[src/rtl/regbank_pkg.sv]
package regbank_pkg;
  localparam int DATA_W    = 32;
  localparam int LANE_W    = 8;
  localparam int LANES     = DATA_W / LANE_W;
  localparam int PRIV_BIT  = 0;

  typedef logic [DATA_W-1:0] word_t;
  typedef logic [LANES-1:0]  lane_mask_t;

  // Merge new data into an old word under a lane mask.
  function automatic word_t lane_merge(word_t old_w, word_t new_w, lane_mask_t m);
    word_t r;
    for (int b = 0; b < LANES; b++)
      r[b*LANE_W +: LANE_W] = m[b] ? new_w[b*LANE_W +: LANE_W] : old_w[b*LANE_W +: LANE_W];
    return r;
  endfunction
endpackage

[src/rtl/regbank_decode.sv]
module regbank_decode #(
  parameter int ADDR_W   = 8,
  parameter int NREG     = 4,
  parameter int PRIV_IDX = 3,
  localparam int IDX_W   = (NREG > 1) ? $clog2(NREG) : 1
) (
  input  logic [ADDR_W-1:0] addr,
  input  logic              wr,
  input  logic [2:0]        prot,
  output logic [IDX_W-1:0]  idx,
  output logic              bad
);
  import regbank_pkg::*;

  logic in_range;
  logic priv_viol;
  logic unused_bits;

  assign in_range    = addr[ADDR_W-1:2] < (ADDR_W-2)'(NREG);
  assign idx         = addr[IDX_W+1:2];
  assign priv_viol   = wr && (idx == IDX_W'(PRIV_IDX)) && !prot[PRIV_BIT];
  assign bad         = !in_range || priv_viol;
  assign unused_bits = ^{addr[1:0], prot[2:1]};
endmodule

[src/rtl/regbank_wait.sv]
module regbank_wait #(
  parameter int WAIT_CYC = 2,
  localparam int CNT_W   = $clog2(WAIT_CYC + 2)
) (
  input  logic clk,
  input  logic rst_n,
  input  logic access,
  output logic ready
);
  logic [CNT_W-1:0] cnt_q;

  assign ready = access && (cnt_q == CNT_W'(WAIT_CYC));

  always_ff @(posedge clk or negedge rst_n) begin
    if (!rst_n)                cnt_q <= '0;
    else if (access && !ready) cnt_q <= cnt_q + 1'b1;
    else                       cnt_q <= '0;
  end
endmodule

[src/rtl/regbank_store.sv]
module regbank_store #(
  parameter int NREG   = 4,
  localparam int IDX_W = (NREG > 1) ? $clog2(NREG) : 1
) (
  input  logic                    clk,
  input  logic                    rst_n,
  input  logic                    we,
  input  logic [IDX_W-1:0]        idx,
  input  regbank_pkg::word_t      wdata,
  input  regbank_pkg::lane_mask_t strb,
  output regbank_pkg::word_t      rd_word
);
  import regbank_pkg::*;

  word_t words [NREG];

  for (genvar r = 0; r < NREG; r++) begin : g_reg
    word_t q;
    always_ff @(posedge clk or negedge rst_n) begin
      if (!rst_n)                          q <= '0;
      else if (we && idx == IDX_W'(r))     q <= lane_merge(q, wdata, strb);
    end
    assign words[r] = q;
  end

  assign rd_word = words[idx];
endmodule

[src/rtl/apb_regbank.sv]
module apb_regbank #(
  parameter int ADDR_W   = 8,
  parameter int NREG     = 4,
  parameter int PRIV_IDX = 3,
  parameter int WAIT_CYC = 2
) (
  input  logic              clk,
  input  logic              rst_n,
  input  logic              sel_i,
  input  logic              en_i,
  input  logic [ADDR_W-1:0] addr_i,
  input  logic              wr_i,
  input  logic [31:0]       wdata_i,
  input  logic [3:0]        strb_i,
  input  logic [2:0]        prot_i,
  output logic              ready_o,
  output logic [31:0]       rdata_o,
  output logic              err_o
);
  import regbank_pkg::*;
  localparam int IDX_W = (NREG > 1) ? $clog2(NREG) : 1;

  logic             access;
  logic             done;
  logic             bad;
  logic [IDX_W-1:0] idx;
  word_t            rd_word;

  assign access = sel_i && en_i;
  assign done   = access && ready_o;

  regbank_decode #(.ADDR_W(ADDR_W), .NREG(NREG), .PRIV_IDX(PRIV_IDX)) u_dec (
    .addr(addr_i), .wr(wr_i), .prot(prot_i), .idx(idx), .bad(bad)
  );

  regbank_wait #(.WAIT_CYC(WAIT_CYC)) u_wait (
    .clk(clk), .rst_n(rst_n), .access(access), .ready(ready_o)
  );

  regbank_store #(.NREG(NREG)) u_store (
    .clk(clk), .rst_n(rst_n), .we(done && wr_i && !bad), .idx(idx),
    .wdata(wdata_i), .strb(strb_i), .rd_word(rd_word)
  );

  assign err_o   = done && bad;
  assign rdata_o = (done && !wr_i && !bad) ? rd_word : '0;
endmodule

[config.mk]
export PLATFORM = sky130hd
export DESIGN_NAME = apb_regbank
export DESIGN_NICKNAME = d
export VERILOG_FILES = /design/src/rtl/regbank_pkg.sv /design/src/rtl/regbank_decode.sv /design/src/rtl/regbank_wait.sv /design/src/rtl/regbank_store.sv /design/src/rtl/apb_regbank.sv
export SDC_FILE = /design/constraint.sdc
export NUM_CORES = 1
export LEC_CHECK = 0
export BUFFER_PORTS_ARGS = -buffer_cell sky130_fd_sc_hd__buf_2
export CAP_MARGIN = 25
export CORE_MARGIN = 2
export CORE_UTILIZATION = 38
export DETAILED_ROUTE_END_ITERATION = 7
export PLACE_DENSITY = 0.65
export SLEW_MARGIN = 20
export SYNTH_ARGS = -nofsm -noshare
export SYNTH_HDL_FRONTEND = slang
export SYNTH_SLANG_ARGS = --single-unit
[constraint.sdc]
create_clock -name clk -period 4.3 [get_ports clk]
set_input_delay 0.215 -clock clk [delete_from_list [all_inputs] [get_ports clk]]
set_output_delay 0.215 -clock clk [all_outputs]
set_load 0.005 [all_outputs]
==> results summary <==
The flow ran to the end, and the final reports show no timing, DRC or antenna violations. The worst hold path stage count is 3. The count of buffers from port buffering came out at 81. The number of max-cap violations came out at 0.

Dividing the final minimum period by the clock period gives just under 70%. TritonCTS built the clock tree. The class of the most critical setup path is register to output pin.

The maximum clock insertion buffer count came out at 2. In this run the critical register-to-register path is captured at u_store.g_reg[3].q[31]. The vertical extent of the die is between 100 and 150 um.

Setup violations remaining at the end of the flow were counted as 0. Once the floorplan was initialized, standard cells occupied around two fifths of the core. The die width came out at roughly 130 um.

Synthesis handed over a netlist of 374 instances. In this run the most critical hold path is launched from en_i. The slew of the pin with the lowest slew margin came out at 0.983 ns.

The number of storage elements in the synthesis netlist came out at 130. The register share of total power is approximately 47%. The number of buffers added by the clock tree synthesis step came out at 17. The total congestion overflow came out at 0. For the final routed database, the setup TNS stands at 0 ns. Setup repair after global routing left no endpoint under its margin. The worst-case reg-to-reg path depth is 7. The critical path required time came out at 4.09 ns. After floorplanning, the core was divided into 46 placement rows.

The total half-perimeter wirelength after legalization and detailed placement came out at between 8000 and 9000 um. The power share of the combinational group is 4.3%. The maximum level of the CTS H-tree is 4. In this run the tightest slew margin relative to its limit is around 34%. After the first detailed-routing iteration, the DRC count stood at about 110. For the worst-skew pair, the clock arrives at the later sink with an insertion delay of about 0.41 ns. The clock group share of total power is 48.7%. The routing layer with the top usage in global route is met2. In the final routed layout, each cell accounts on average for around 18 um. Cells with a size suffix above 1 make up between 60% and 70% of the layout. In this run the static leakage power is 0.00358 uW. In the routed layout, each cell is associated on average with a via count of 5.10. For this run, the register share of the synthesized area comes to a little over half.

The max-slew violation total from the final report came out at 0. The netlist uses 24 different library cells. The wire length of the first global-routing pass is roughly 21000 um. Based on the critical path, the design can be clocked at up to around 0.34 GHz. The worst setup path is captured at an output pin. The post-cts sizing count came out at 0. The path with the worst hold slack has its endpoint at u_wait.cnt_q[0].

In the synthesized netlist the dominant register cell turns out to be dfrtp_1. Counting flops with a built-in enable in the synthesized netlist gives 0. The type of element launching the critical path is a register. The total nets after synthesis is 427. The final-stage net count is ~520. For this design, the sink count on the clock tree is 130. The share of total power consumed by net switching came out at 21.5%.

86 I/O pins were placed. The first detailed-routing pass ran for 4 iterations. The die footprint is about 17000 sq um.

The placer congestion estimate is roughly 0.7. The internal power of the cells is 2050 uW. The worst-path maximum fanout is 17.

The switching power summed over all nets came out at about 560 uW. The warning count from the yosys run is 0. The number of hold violations in the final report came out at 0.

The pin count of the biggest net entering global routing came out at 80. The power per cell area came out at between 300 and 400 nW/um^2. The via count of the first global-routing pass was approximately 4000. The global-route usage over all layers came out at 16.8%.

After clock tree synthesis, the clock-pin slew on the worst setup and hold paths is 0.05 ns. After detailed routing, the total wire length is about 13000 um. Summing every instance area after synthesis gives roughly 6000 sq um. The worst hold slack after final layout came out at 0.0524 ns. The met2 track utilization from global routing came out at about 28%. The number of antenna violations at the first check in global routing is 3. The global-route met1 utilization came out at between 20% and 30%.

The clock period minus worst slack is 2.98 ns. The clock root buffer is clkbuf_16. The clock skew after layout came out at around 0.0036 ns. The worst path arrival time is 2.76 ns. Global routing consumed, on the met3 layer, between 6 and 7% of the routing resources. The path class of the tightest hold or removal check is primary input to register. The number of nets with antenna violations after routing is 0. In this run the critical register-to-register path is launched from u_wait.cnt_q[0]. The share of flip-flops with an asynchronous set or reset came out at 100%. The count of unresolved DRC violations after routing is 0.

The reg-to-reg setup timing slack is approximately 1.9 ns. The routed layout has 3546 vias. VDD sags by at most 0.269 mV. The core outline area came out at 15800 sq um. The synthesis-to-finish area growth came out at 19.6%. The synthesized area per cell is about 16 sq um.
worst max-delay path, stage by stage (launching register included):
cell     delay, ns
dfrtp_1       0.37
inv_1         0.06
ha_1          0.19
nand3_1       0.12
buf_4         0.26
or3_1         0.67
buf_4         0.35
nor2b_1       0.17
buf_2         0.14
power by group through the flow:
stage	clock network (uW)	registers (uW)	logic (uW)
global route	1370	1230	126
CTS	1310	1230	114
finish	1270	1230	111
detailed placement	0	1250	113
global placement	0	1250	108
floorplan	0	1250	45.7
cells in the final DEF, fill, tap and decap left out, types with 2 or more instances in the layout:
| cell | synthesis | layout |
|---|---|---|
| diode_2 | 0 | 2 |
| mux4_2 | 32 | 32 |
| nor4_4 | 12 | 12 |
| clkbuf_16 | 0 | 17 |
| clkbuf_1 | 10 | 4 |
| dfrtp_1 | 130 | 130 |
| buf_2 | 0 | 80 |
| nand2b_1 | 2 | 2 |
| clkinv_2 | 0 | 6 |
| nand2_1 | 5 | 5 |
| nor3_1 | 2 | 2 |
| nor2b_1 | 32 | 32 |
| mux2_2 | 128 | 128 |
| clkbuf_8 | 0 | 4 |
| nand4_1 | 4 | 4 |
| buf_4 | 1 | 5 |
logic make-up (layout without fill, tap and decap cells):
kind of cell / Yosys count / in the layout / synth area share (%)
other: 0 / 2 / 0
muxes: 160 / 160 / 35.5
and+or+nand+nor: 64 / 64 / 9.38
buffers and inverters: 18 / 121 / 1.30
AOI/OAI and AO/OA: 1 / 1 / 0.0822
adders and majority gates: 1 / 1 / 0.206
DFF: 130 / 130 / 53.5
how the worst max path moves through the flow:
stage / depth (start not counted) / slack [ns] / end / from
finish: 8 / 1.32 / rdata_o[21] / u_wait.cnt_q[0]
global route: 8 / 1.15 / rdata_o[21] / u_wait.cnt_q[0]
CTS: 8 / 1.24 / rdata_o[21] / u_wait.cnt_q[0]
detailed placement: 7 / 1.57 / rdata_o[21] / addr_i[6]
global placement: 7 / 1.57 / rdata_o[21] / addr_i[6]
floorplan: 7 / 2.11 / u_store.g_reg[3].q[0] / u_wait.cnt_q[0]
registers in the layout, summed over array words and instances, names as in the netlist:
| signal | flops |
|---|---|
| u_wait.cnt_q | 2 |
| u_store.g.q | 128 |
what timing repair did:
action	4_1_cts	5_1_grt
hold buffers	1	0
buffers inserted	0	0
endpoints found under the hold margin	43	0
layer usage:
layer  wire (um)  up-vias
li1            -     1595
met1        5400     1864
met2        6550       67
met3         711       18
met4         147        2
met5          13        -
Yosys cell counts (2+ instances only):
master      n  area share (%)
nor3_1      2            0.16
nand4_1     4            0.41
buf_1       4            0.25
nand2b_1    2            0.21
nor2b_1    32             3.3
dfrtp_1   130              53
nand2_1     5            0.31
clkbuf_1   10            0.62
nor4_4     12             4.2
mux4_2     32              12
mux2_2    128              24
cell type report:
type	count	area (sq um)
clock inverter	6	30.0
sequential	130	3250
multi-input combinational	226	2750
tap	216	270
clock buffer	25	495
timing repair buffer	88	464
antenna	2	5.00
inverter	2	7.51
fill	1416	8490
through the flow:
stage | instances | utilization [%] | setup WS (ns) | total power (uW) | area [sq um]
3_5_place_dp | 660 | 42.7 | 1.57 | 1360 | 6730
4_1_cts | 692 | 46.0 | 1.24 | 2650 | 7260
5_1_grt | 694 | 46.1 | 1.15 | 2720 | 7270
6_report | 695 | 46.1 | 1.32 | 2610 | 7280
2_1_floorplan | 374 | - | 2.11 | 1300 | 6080
3_3_place_gp | 660 | 42.7 | 1.57 | 1360 | 6730
No activity file was read; power rests on OpenSTA's default activity.
